==> src/rtl/ptw_pkg.sv <==
package ptw_pkg;
    typedef enum logic [1:0] {
        ACC_FETCH = 2'd0,
        ACC_LOAD  = 2'd1,
        ACC_STORE = 2'd2
    } acc_t;

    typedef enum logic [2:0] {
        ST_IDLE,
        ST_RD,
        ST_RDW,
        ST_WR,
        ST_WRW,
        ST_DONE
    } st_t;

    localparam int B_V = 0;
    localparam int B_R = 1;
    localparam int B_W = 2;
    localparam int B_X = 3;
    localparam int B_U = 4;
    localparam int B_A = 6;
    localparam int B_D = 7;
    localparam int PPN_LSB = 10;
endpackage

==> src/rtl/ptw_canon.sv <==
module ptw_canon #(
    parameter int XLEN    = 64,
    parameter int VA_BITS = 39
) (
    input  logic [XLEN-1:0] vaddr,
    output logic            ok
);
    localparam int TOP_W = XLEN - VA_BITS + 1;

    logic [TOP_W-1:0] top;

    always_comb begin
        top = vaddr[XLEN-1:VA_BITS-1];
        ok  = (&top) | ~(|top);
    end
endmodule

==> src/rtl/ptw_perm.sv <==
module ptw_perm
    import ptw_pkg::*;
(
    input  logic en,
    input  logic r,
    input  logic w,
    input  logic x,
    input  logic u,
    input  acc_t acc,
    input  logic smode,
    input  logic pum,
    input  logic mxr,
    output logic allow
);
    always_comb begin
        // ordered chain: ownership, reserved encoding, access rule
        if (u ? (smode && pum) : !smode) begin
            allow = 1'b0;
        end else if (w && !r) begin
            allow = 1'b0;
        end else begin
            unique case (acc)
                ACC_FETCH: allow = x;
                ACC_LOAD:  allow = r || (mxr && x);
                ACC_STORE: allow = r && w;
                default:   allow = 1'b0;
            endcase
        end
    end

    always_comb begin
        if (en && w && !r) begin
            p_reserved_denied_r6: assert (!allow);
        end
        if (en && !smode && !u) begin
            p_user_needs_u_r5: assert (!allow);
        end
    end
endmodule

==> src/rtl/ptw_walker.sv <==
module ptw_walker
    import ptw_pkg::*;
#(
    parameter int XLEN      = 64,
    parameter int LEVELS    = 3,
    parameter int IDX_W     = 9,
    parameter int PG_SHIFT  = 12,
    parameter int PTE_BYTES = 8,
    parameter int PPN_W     = 44
) (
    input  logic                      clk,
    input  logic                      rst_n,
    input  logic                      req_valid,
    output logic                      req_ready,
    input  logic [XLEN-1:0]           req_vaddr,
    input  logic [1:0]                req_type,
    input  logic                      req_smode,
    input  logic                      req_pum,
    input  logic                      req_mxr,
    input  logic [PPN_W-1:0]          req_root_ppn,
    output logic                      mem_req_valid,
    input  logic                      mem_req_ready,
    output logic                      mem_req_we,
    output logic [PPN_W+PG_SHIFT-1:0] mem_req_addr,
    output logic [8*PTE_BYTES-1:0]    mem_req_wdata,
    input  logic                      mem_rsp_valid,
    input  logic [8*PTE_BYTES-1:0]    mem_rsp_rdata,
    output logic                      rsp_valid,
    output logic                      rsp_fault,
    output logic [PPN_W+PG_SHIFT-1:0] rsp_paddr
);
    localparam int VA_BITS   = PG_SHIFT + LEVELS * IDX_W;
    localparam int PA_W      = PPN_W + PG_SHIFT;
    localparam int PTE_W     = 8 * PTE_BYTES;
    localparam int PTE_SHIFT = $clog2(PTE_BYTES);
    localparam int LVL_W     = (LEVELS > 1) ? $clog2(LEVELS) : 1;
    localparam int VPN_W     = LEVELS * IDX_W;

    typedef struct packed {
        st_t                st;
        logic [LVL_W-1:0]   level;
        logic [PPN_W-1:0]   base;
        logic [VA_BITS-1:0] vaddr;
        acc_t               acc;
        logic               smode;
        logic               pum;
        logic               mxr;
        logic [PTE_W-1:0]   pte;
        logic               fault;
        logic [PA_W-1:0]    paddr;
    } regs_t;

    regs_t q, d;

    logic             canon_ok;
    logic             perm_ok;
    logic             pte_v, pte_ptr, pte_leaf;
    logic [PPN_W-1:0] pte_ppn, lowmask, vpn_ext, ppn_out;
    logic [IDX_W-1:0] idx;
    logic [PA_W-1:0]  pte_addr;
    logic             need_wr;

    ptw_canon #(.XLEN(XLEN), .VA_BITS(VA_BITS)) u_canon (
        .vaddr (req_vaddr),
        .ok    (canon_ok)
    );

    ptw_perm u_perm (
        .en    (q.st == ST_RDW && mem_rsp_valid && pte_leaf),
        .r     (mem_rsp_rdata[B_R]),
        .w     (mem_rsp_rdata[B_W]),
        .x     (mem_rsp_rdata[B_X]),
        .u     (mem_rsp_rdata[B_U]),
        .acc   (q.acc),
        .smode (q.smode),
        .pum   (q.pum),
        .mxr   (q.mxr),
        .allow (perm_ok)
    );

    always_comb begin
        pte_v    = mem_rsp_rdata[B_V];
        pte_ptr  = pte_v && !mem_rsp_rdata[B_R] && !mem_rsp_rdata[B_W] && !mem_rsp_rdata[B_X];
        pte_leaf = pte_v && !pte_ptr;
        pte_ppn  = mem_rsp_rdata[PPN_LSB +: PPN_W];
        idx      = q.vaddr[PG_SHIFT + q.level * IDX_W +: IDX_W];
        pte_addr = {q.base, {PG_SHIFT{1'b0}}} + (PA_W'(idx) << PTE_SHIFT);
        vpn_ext  = PPN_W'(q.vaddr[PG_SHIFT +: VPN_W]);
        lowmask  = ~({PPN_W{1'b1}} << (q.level * IDX_W));
        ppn_out  = pte_ppn | (vpn_ext & lowmask);
        need_wr  = !mem_rsp_rdata[B_A] || (q.acc == ACC_STORE && !mem_rsp_rdata[B_D]);

        d             = q;
        req_ready     = 1'b0;
        mem_req_valid = 1'b0;
        mem_req_we    = 1'b0;
        rsp_valid     = 1'b0;

        unique case (q.st)
            ST_IDLE: begin
                req_ready = 1'b1;
                if (req_valid) begin
                    d.vaddr = req_vaddr[VA_BITS-1:0];
                    d.acc   = acc_t'(req_type);
                    d.smode = req_smode;
                    d.pum   = req_pum;
                    d.mxr   = req_mxr;
                    d.base  = req_root_ppn;
                    d.level = LVL_W'(LEVELS - 1);
                    d.paddr = '0;
                    d.fault = !canon_ok;
                    d.st    = canon_ok ? ST_RD : ST_DONE;
                end
            end
            ST_RD: begin
                mem_req_valid = 1'b1;
                if (mem_req_ready) d.st = ST_RDW;
            end
            ST_RDW: begin
                if (mem_rsp_valid) begin
                    if (!pte_v) begin
                        d.fault = 1'b1;
                        d.st    = ST_DONE;
                    end else if (pte_ptr) begin
                        if (q.level == '0) begin
                            d.fault = 1'b1;
                            d.st    = ST_DONE;
                        end else begin
                            d.base  = pte_ppn;
                            d.level = q.level - 1'b1;
                            d.st    = ST_RD;
                        end
                    end else if (!perm_ok) begin
                        d.fault = 1'b1;
                        d.st    = ST_DONE;
                    end else begin
                        d.paddr      = {ppn_out, q.vaddr[PG_SHIFT-1:0]};
                        d.pte        = mem_rsp_rdata;
                        d.pte[B_A]   = 1'b1;
                        if (q.acc == ACC_STORE) d.pte[B_D] = 1'b1;
                        d.st         = need_wr ? ST_WR : ST_DONE;
                    end
                end
            end
            ST_WR: begin
                mem_req_valid = 1'b1;
                mem_req_we    = 1'b1;
                if (mem_req_ready) d.st = ST_WRW;
            end
            ST_WRW: begin
                if (mem_rsp_valid) d.st = ST_DONE;
            end
            ST_DONE: begin
                rsp_valid = 1'b1;
                d.st      = ST_IDLE;
            end
            default: d.st = ST_IDLE;
        endcase
    end

    always_ff @(posedge clk) begin
        if (!rst_n) begin
            q       <= '0;
            q.st    <= ST_IDLE;
            q.acc   <= ACC_FETCH;
        end else begin
            q <= d;
        end
    end

    assign mem_req_addr  = pte_addr;
    assign mem_req_wdata = q.pte;
    assign rsp_fault     = q.fault;
    assign rsp_paddr     = q.paddr;

    p_busy_after_accept_r1: assert property (@(posedge clk) disable iff (!rst_n)
        req_valid && req_ready |=> !req_ready);

    p_rsp_single_cycle_r1: assert property (@(posedge clk) disable iff (!rst_n)
        rsp_valid |=> !rsp_valid);

    p_noncanon_fault_r2: assert property (@(posedge clk) disable iff (!rst_n)
        req_valid && req_ready
        && !((&req_vaddr[XLEN-1:VA_BITS-1]) || !(|req_vaddr[XLEN-1:VA_BITS-1]))
        |=> rsp_valid && rsp_fault && !mem_req_valid);

    p_mem_hold_r3: assert property (@(posedge clk) disable iff (!rst_n)
        mem_req_valid && !mem_req_ready
        |=> mem_req_valid && $stable(mem_req_addr) && $stable(mem_req_we));

    p_pte_aligned_r3: assert property (@(posedge clk) disable iff (!rst_n)
        mem_req_valid |-> mem_req_addr[PTE_SHIFT-1:0] == '0);

    p_wb_flags_r8: assert property (@(posedge clk) disable iff (!rst_n)
        mem_req_valid && mem_req_we |-> mem_req_wdata[B_A] && mem_req_wdata[B_V]);
endmodule

==> config.mk <==
export PLATFORM = sky130hd
export DESIGN_NAME = ptw_walker
export DESIGN_NICKNAME = d
export VERILOG_FILES = /design/src/rtl/ptw_pkg.sv /design/src/rtl/ptw_canon.sv /design/src/rtl/ptw_perm.sv /design/src/rtl/ptw_walker.sv
export SDC_FILE = /design/constraint.sdc
export NUM_CORES = 1
export LEC_CHECK = 0
export CAP_MARGIN = 20
export CORE_AREA = 3 3 142 144
export CTS_BUF_LIST = sky130_fd_sc_hd__clkbuf_4 sky130_fd_sc_hd__clkbuf_8 sky130_fd_sc_hd__clkbuf_16
export DETAILED_ROUTE_END_ITERATION = 8
export DIE_AREA = 0 0 145 147
export DONT_BUFFER_PORTS = 1
export MAX_ROUTING_LAYER = met4
export PLACE_DENSITY = 0.72
export SLEW_MARGIN = 40
export SYNTH_ARGS = -nofsm -noshare
export SYNTH_HDL_FRONTEND = slang
export SYNTH_SLANG_ARGS = --single-unit
==> constraint.sdc <==
create_clock -name clk -period 2.1 [get_ports clk]
set_input_delay 0.42 -clock clk [delete_from_list [all_inputs] [get_ports clk]]
set_output_delay 0.42 -clock clk [all_outputs]
set_load 0.005 [all_outputs]
### Word level (Yosys, flattened, before mapping)

Index checks and enable logic that the tools add are counted.

* register bits after elaboration: 214
* logic and storage cells: 107

* add/subtract/negate cells: 3
* multiply operators: 1
* equal/unequal tests: 19
* shift-type cells: 2
* multiplexer cells: 35
* bitwise operators: 6
* reduce and logical (&&, ||, !) cells: 30

Operators by type and width (number)
* 56-bit two-way mux: 3
* 46-bit two-way mux: 3
* 57-bit two-way mux: 2
* 57-bit one-hot mux with 2 select lines: 1
* 93-bit two-way mux: 1
* 46-bit one-hot mux with 2 select lines: 1
* 56-bit by 12-bit adder with 56-bit output: 1
* 49-bit two-way mux: 1
* 27-bit by 44-bit AND with 44-bit output: 1
* 44-bit NOT: 1
* 44-bit OR: 1
* 44-bit by 6-bit left shift with 44-bit output (first input constant): 1
* 39-bit by 8-bit indexed part select with 9-bit output: 1
* 3-bit two-way mux: 9
* 26-bit AND reduction: 1
* 26-bit OR reduction: 1
* 2-bit != test (second input constant): 10
* 3-bit one-hot mux with 5 select lines: 1
* 5-bit AND reduction: 3
* 1-bit two-way mux: 12
* 6-bit AND reduction: 2
* 1-bit logical AND: 8
* 4-bit by 6-bit adder with 7-bit output (first input constant): 1
* 1-bit zero test: 7
* other kinds (18): 23

### Depth between registers and ports, before layout

Gate-level depths: netlist (run 1).

* depth in word-level cells: 10
* mapped depth: 10
* gate-level depth less buffers: 7

### By module

A second synthesis (run 1) with hierarchy kept.

* cell total of the unflattened synthesis: 1138
* area, all modules: 9674.3 µm²

Modules (own cells, without submodules)
* ptw_walker: instances 1, cells an instance 1110, area each 9486.6 µm², sequential area each 4264.1 µm²
* ptw_canon: instances 1, cells an instance 19, area each 120.1 µm², sequential area each 0.0 µm²
* ptw_perm: instances 1, cells an instance 9, area each 67.6 µm², sequential area each 0.0 µm²

### Worst setup path before layout (run 1)

No wires, ideal clock.

* kind: register to register
* start point: reg q[209] (netlist bit)
* end point: reg q[180] (netlist bit)
* arrival time: 1.969 ns
* required time: 2.041 ns
* setup slack: 0.072 ns
* cell stages (with the launch flop): 10
* clock period less this slack: 2.028 ns
* cells stage by stage: dfxtp_1 clkbuf_1 inv_1 ha_1 clkinv_1 nand2_1 a21oi_4 buf_2 buf_4 o211a_1

* word-level cells in the longest chain between the ends: 3

Ends and longest elaborated chain
* from (decl): line ptw_walker.sv:53 `regs_t q, d;`
* 2-bit zero test: line ptw_walker.sv:125 `if (q.level == '0) begin`
* 2-bit != test (no source line)
* 6-bit AND reduction (no source line)

Every way passes these cells.
A chain may end at the register's enable or synchronous reset.

### Worst setup path after layout (run 1)

* start point: reg q[211] (netlist bit)
* end point: out req_ready

* word-level cells in the longest chain between the ends: 2

Ends and longest elaborated chain
* 3-bit zero test: line ptw_walker.sv:99 `unique case (q.st)`
* 1-bit two-way mux: line ptw_walker.sv:99
* to (decl): line ptw_walker.sv:14 `output logic req_ready,`

Every way passes these cells.

==> summary.md, run 1 <==
| Metric | Value |
|---|---|
| Outcome | `finished clean` |
| TritonCTS clock tree | `built` |
| Skew final | `29.3 ps` |
| CTS buffer count | `23` |
| Post-DP HPWL | `19800 um` |
| Max_cap viols | `0` |
| Largest family of logic cells by synthesized area | `simple AND/OR/NAND/NOR gates` |
| Commonest cells post-synth | `263 x nand2_1, 213 x dfxtp_1, 172 x buf_4` |
| Synth Area in Simple Gates | `0.205` |
| Overall Global Routing Usage | `0.257` |
| Critical Setup Path Class | `reg -> out` |
| Syn avg cell area | `between 8 and 9 um2` |
| Layout cells sized above 1 | `0.0783` |
| Row cnt | `50` |
| H-tree Lvls | `1` |
| Dominant synthesized flop cell | `dfxtp_1` |
| Critical path buffers and inverters | `2` |
| Vias in the first global route | `7647` |
| Final Hold Violating Endpoints | `0` |
| R2r startpoint | `q[213]$_SDFFE_PN0P_` |
| Inserted Diodes | `0` |
| FMAX | `between 400 and 500 MHz` |
| Filler Cell Count | `1763` |
| Via density | `around 5.9` |
| Die extent in y | `roughly 150 um` |
| First-pass GRT wire length | `between 40000 and 50000 um` |
| Port bufs | `0` |
| Sequential cell area | `4260 um2` |
| Fraction of registers with async set/reset | `0` |
| Area fraction in compound gates after synthesis | `0.193` |
| Core ar. | `roughly 19000 um2` |
| EDFF count, synth | `0` |
| Post-Synth Adder-Cell Area | `0.00364` |
| Final Slew Violations | `0` |
| Area share of the largest cell type after synthesis | `0.414` |
| Leakage Power | `roughly 0.0038 uW` |
| CP top delay family | `simple AND/OR/NAND/NOR gates` |
| Die Area | `around 21000 um2` |
| Worst setup SP type | `flop` |
| Actual slew at the worst max-slew pin | `slightly below 600 ps` |
| XOR/XNOR share of the synthesized area | `0` |
| Number of top-level pins | `between 300 and 400` |
| 1st-pass router iterations | `6` |
| Hold-fix buffer count after cts | `0` |
| Vias | `7874` |
| CP Cell Sequence | `buf_4 -> nor3_1 -> buf_4` |
| Worst endpoint required time | `approximately 1700 ps` |
| CTS root buf | `clkbuf_16` |
| Critical path's slowest cell | `nor3_1` |
| Worst skew pair latency | `between 500 and 600 ps` |
| Worst Hold Depth | `2` |
| R2r setup slk | `between 100 and 150 ps` |
| Multi-input gate area | `around 4300 um2` |
| Crit path depth | `3` |
| Max clock buf depth | `3` |
| TNS Setup | `0 ps` |
| Power per cell area | `between 900 and 1000 nW/um2` |
| Synthesis-to-finish area growth | `-3.10%` |
| Routed WL | `28300 um` |
| Global placement routability congestion | `roughly 0.83` |
| Postcts setup bufs | `0` |
| CP max stage delay | `between 400 and 500 ps` |
| Distinct cell type count after synthesis | `52` |
| Total gr overflow | `0` |
| CP Capture Type | `output pin` |
| DRC | `0` |
| Yosys warns | `0` |
| Drt wl/cell | `21.2 um` |
| Count leader, synth | `nand2_1` |
| Worst Reg-to-Reg Cells | `6` |
| Clock transition at path regs | `60 ps` |
| Initial antenna violation count | `0` |
| Top cells by area, synth | `dfxtp_1 41%, buf_4 13%, nand2_1 9.6%` |
| RSZ-0062 raised after global routing | `false` |
| Hold Path End | `mem_req_wdata[25]$_SDFFE_PN0P_` |
| Mux cell area share after synthesis | `0.0126` |
| DRC marker count from the first detailed-route iteration | `roughly 600` |
| Final setup fails | `0` |
| ANT nets after route | `0` |
| Die Wd | `about 150 um` |
| Hold WC Path Type | `in -> reg` |
| Fin crit share | `0.963` |
| Initial Util | `0.547` |
| Yosys reg bits | `~210` |
| Nets | `approximately 1200` |
| Min Tclk post-route | `between 2000 and 2500 ps` |
| Sequential share of the synthesized area | `0.414` |
| Largest net degree at the start of global routing | `approximately 280` |
| Synthesized area | `10300 um2` |
| Maximum vdd drop | `between 500 and 600 uV` |
| Worst hold start | `mem_rsp_rdata[25]` |
| Crit path DAT | `~1600 ps` |
| RR Endpoint | `mem_req_wdata[7]$_SDFFE_PN0P_` |
| Synth area leader | `dfxtp_1` |
| Max_slew headroom | `0.611` |
| Hold WS | `~43 ps` |
| Most used cell, CP | `buf_4` |
| CP Max Fanout | `9` |
| Clock Sinks | `~210` |
| Post-Synthesis Cells | `roughly 1300` |
## timing repair
action                     CTS  global route
gates resized for setup      0             3
hold endpoints to repair     0             0
setup endpoints to repair    0            13
## layer usage
metal | vias up | share of wire | wire, um | GRT usage
li1 | 3756 | - | - | -
met1 | 3684 | 0.38 | 10900 | 0.293
met2 | 370 | 0.49 | 13900 | 0.443
met3 | 64 | 0.092 | 2600 | 0.0688
met4 | 0 | 0.032 | 918 | 0.0855
met5 | - | 0 | 0 | -
## logic make-up (layout without fill, tap and decap cells)
family	Yosys count	after routing
simple gates	473	473
compound gates	296	296
buf+inv	269	72
flops	213	213
mux	13	13
fa+ha+maj	3	3
other cells	1	3
## metrics by stage
stage / total power (uW) / instances / util / setup WS [ps] / area (um2)
floorplan: 5640 / 1270 / - / 72.3 / 10300
global placement: 5730 / 1292 / 0.487 / 134 / 9170
detailed placement: 5770 / 1292 / 0.487 / 124 / 9170
CTS: 9970 / 1333 / 0.529 / 27.0 / 9970
global route: 10300 / 1333 / 0.530 / 3.62 / 9980
finish: 9890 / 1333 / 0.530 / 78.0 / 9980
## report_power, final
| group | leakage, uW | switching, uW | total [uW] | internal (uW) |
|---|---|---|---|---|
| Combinational | 0.00170 | 703 | 1170 | 463 |
| Sequential | 0.00173 | 214 | 4510 | 4300 |
| Clock | 0.000397 | 1630 | 4210 | 2580 |
## flip-flops by register name, summed over array words and instances, names as in the netlist
name           flops
mem_req_wdata     63
q                 93
rsp_fault          1
rsp_paddr         56
## final cells by class
cell class,instances,share of cell area
clock buffers,31,0.0662
repair buffers,27,0.0282
well taps,260,0.0326
flip-flops and latches,213,0.427
multi-input cells,788,0.431
inverters,4,0.00150
clock inverters,10,0.0135
## placed cells by master (no fill, tap or decap), types with 4 or more instances in the layout
cell,instances
dfxtp_1,213
nor2b_1,5
o21ai_1,38
nand2_1,262
buf_12,6
mux2i_1,13
nand2b_1,5
a21boi_1,10
clkinv_2,4
a21oi_1,28
o211a_1,45
o21ai_0,59
clkbuf_16,23
o22ai_1,35
nand3_1,151
a21boi_0,63
nand4_1,9
clkbuf_8,4
clkbuf_4,4
nor2_1,13
nor4_1,7
buf_4,20
## worst max path at each step
stage	startpoint	end	slack, ps
after floorplan	q[209]$_SDFFE_PN0P_	q[180]$_SDFFE_PN0P_	70
after global placement	mem_rsp_rdata[4]	mem_req_wdata[7]$_SDFFE_PN0P_	130
after detailed placement	mem_rsp_rdata[4]	mem_req_wdata[7]$_SDFFE_PN0P_	120
after CTS	q[211]$_SDFFE_PN0P_	req_ready	30
after global routing	q[209]$_SDFFE_PN0P_	mem_req_addr[3]	4
final	q[211]$_SDFFE_PN0P_	req_ready	80
No activity file was read; power rests on OpenSTA's default activity.
==> inputs of run 2 (changes only) <==
CORE_AREA = 3 3 139 141   (was 3 3 142 144)
DIE_AREA = 0 0 142 144   (was 0 0 145 147)
MAX_ROUTING_LAYER = not set   (was met4)
PLACE_DENSITY = 0.71   (was 0.72)
SYNTH_HIERARCHICAL = 1   (was not set)
==> run 2 against run 1 <==
Compared with the run above:
- the run now ends with negative setup slack left
- critical endpoint is now rsp_paddr[54]$_SDFFE_PN0P_
- clock power decreased by 5.5%
- combinational power is 11% lower
- non-clock buffer count rose by 2
- highest routed layer unchanged
- core utilization is 0.77 points lower
- critical path depth is 4 higher
==> summary.md, run 2 <==
| Metric | Value |
|---|---|
| Final Hold Violating Endpoints | `0 (unchanged)` |
| Most frequent cells in the layout | `224 x nand2_1, 209 x dfxtp_1, 182 x a21oi_1` |
| CP Capture Type | `flop` |
| Pre-CTS setup slack | `-73.3 ps (-197 ps)` |
| Maximum vdd drop | `627 uV (+14%)` |
| Max_cap viols | `0 (unchanged)` |
| Post-DP HPWL | `19800 um (-0.13%)` |
| Via density | `6.18 (+4.6%)` |
| Fin cells | `1186 (-11%)` |
| Vias | `7327 (-6.9%)` |
| Multi-input gate area | `3770 um2 (-12%)` |
| 1st-pass router iterations | `5 (-1)` |
| Initial antenna violation count | `0 (unchanged)` |
| Final Slew Violations | `0 (unchanged)` |
| Final setup fails | `30 (+30)` |
| Crit path DAT | `2500 ps (+900 ps)` |
| DRC marker count from the first detailed-route iteration | `559 (-7.1%)` |
| TritonCTS clock tree | `built` |
| Clock transition at path regs | `60 ps (about the same)` |
| Failing checks | `negative setup slack` |
| Max clock buf depth | `3 (unchanged)` |
| Worst Slack Setup Final | `-27.4 ps (-105 ps)` |
| Postcts setup bufs | `0 (unchanged)` |
| ANT nets after route | `0 (unchanged)` |
| Top reg by flops | `q` |
| Worst skew pair latency | `500 ps (about the same)` |
| Port bufs | `0 (unchanged)` |
| Drt wl/cell | `23.5 um (+11%)` |
| Outcome | `finished with violations` |
| Hold WC Path Type | `in -> reg` |
| Leakage Power | `0.00322 uW (-16%)` |
| Min Tclk post-route | `2130 ps (+105 ps)` |
| Hold WS | `48.4 ps (+5.22 ps)` |
| CTS buffer count | `23 (unchanged)` |
| Vias in the first global route | `6744 (-12%)` |
| CTS root buf | `clkbuf_16` |
| Number of flip-flops under the largest register name | `93 (unchanged)` |
| Fin crit share | `1.01 (+0.0502)` |
| Initial Util | `0.534 (-0.0126)` |
| Sequential cell area | `4270 um2 (+0.12%)` |
| Critical Setup Path Class | `reg -> reg` |
| Global placement routability congestion | `0.851 (+2.7%)` |
| Syn avg cell area | `8.50 um2 (+4.6%)` |
| FMAX | `470 MHz (-5.0%)` |
| Post-Synthesis Cells | `1137 (-10%)` |
| First-pass GRT wire length | `40300 um (-7.0%)` |
| Die Area | `20400 um2 (-4.1%)` |
| Die extent in y | `144 um (-2.0%)` |
| Worst hold start | `rst_n` |
| Largest net degree at the start of global routing | `76 (-73%)` |
| Skew final | `13.0 ps (-16.3 ps)` |
| Die Wd | `142 um (-2.1%)` |
| Routed WL | `27900 um (-1.2%)` |
| Most common cell after layout, fill and taps aside | `nand2_1` |
| Actual slew at the worst max-slew pin | `548 ps (-29.9 ps)` |
| Total gr overflow | `0 (unchanged)` |
| Clock Sinks | `213 (unchanged)` |
| Row cnt | `49 (-2.0%)` |
| RSZ-0062 raised after global routing | `true` |
| Worst Setup SP | `q[124]$_SDFFE_PN0P_` |
| Filler Cell Count | `1684 (-4.5%)` |
| Synthesized area | `9670 um2 (-6.2%)` |
| H-tree Lvls | `1 (unchanged)` |
| R2r startpoint | `q[124]$_SDFFE_PN0P_` |
| Nets | `1126 (-9.3%)` |
| CP Max Fanout | `24 (+15)` |
| Core ar. | `18100 um2 (-4.0%)` |
| Worst endpoint required time | `2480 ps (+800 ps)` |
| Inserted Diodes | `0 (unchanged)` |
| Synthesis-to-finish area growth | `-2.25%` |
| TNS Setup | `-347 ps (-347 ps)` |
| Worst Hold Depth | `1 (-1)` |
| Number of top-level pins | `363 (unchanged)` |
| Post-placement cell count | `1144 (-11%)` |
| Layout cells sized above 1 | `0.0982 (+0.0199)` |
| DRC | `0 (unchanged)` |
| Overall Global Routing Usage | `0.251 (-0.00674)` |
| Worst Reg-to-Reg Cells | `7 (+1)` |
| Worst setup SP type | `flop` |
| Max_slew headroom | `0.634 (+0.0230)` |
| Yosys warns | `6 (+6)` |
| Power per cell area | `1010 nW/um2 (+1.6%)` |
run 2: stage by stage:
stage,instance area (um2),total power (uW),util
final,9450,9500,0.522
after global placement,8650,5580,0.478
after detailed placement,8650,5600,0.478
after CTS,9420,9550,0.521
after global routing,9450,9880,0.522
after floorplan,9670,5450,-
run 2: timing repair:
item / CTS / global route
hold buffers: 0 / 0
cloned: 1 / 0
setup endpoints to repair: 48 / 59
pin swaps: 1 / 0
resized for setup: 2 / 8
run 2: per-layer routing:
layer	vias to the layer above	routed length (um)	global-route usage	part of all wire
met5	-	0	0	0
met4	0	774	0.0798	0.028
met3	51	2920	0.0823	0.10
met2	375	13000	0.403	0.46
met1	3469	11300	0.321	0.40
li1	3432	-	-	-
run 2: worst paths after layout:
kind / to / slack [ps]
worst min register to register: q[131]$_SDFFE_PN0P_ / 460
worst max-delay path: rsp_paddr[54]$_SDFFE_PN0P_ / -30
worst min-delay path: q[212]$_SDFFE_PN0P_ / 50
worst max register to register: rsp_paddr[54]$_SDFFE_PN0P_ / -30
run 2: final cells by class:
type | count | share of cell area
Multi-Input combinational cell | 666 | 0.399
Tap cell | 229 | 0.0303
Clock inverter | 9 | 0.00795
Timing Repair Buffer | 29 | 0.0354
Clock buffer | 32 | 0.0720
Inverter | 8 | 0.00344
Sequential cell | 213 | 0.452
run 2: critical path, cell delays in order (launching register included):
cell and delay (ps):
dfxtp_2 330, nand2b_4 130, a32o_2 230, nor4_4 170, o311ai_2 170, a2111o_1 480, and2_4 280, a22o_1 220
run 2: power breakdown:
| group | leakage [uW] | switching [uW] | total (uW) | internal [uW] |
|---|---|---|---|---|
| clock network | 0.000378 | 1600 | 3980 | 2380 |
| registers | 0.00173 | 217 | 4480 | 4270 |
| logic | 0.00111 | 648 | 1040 | 393 |
| total | 0.00322 | 2460 | 9500 | 7040 |
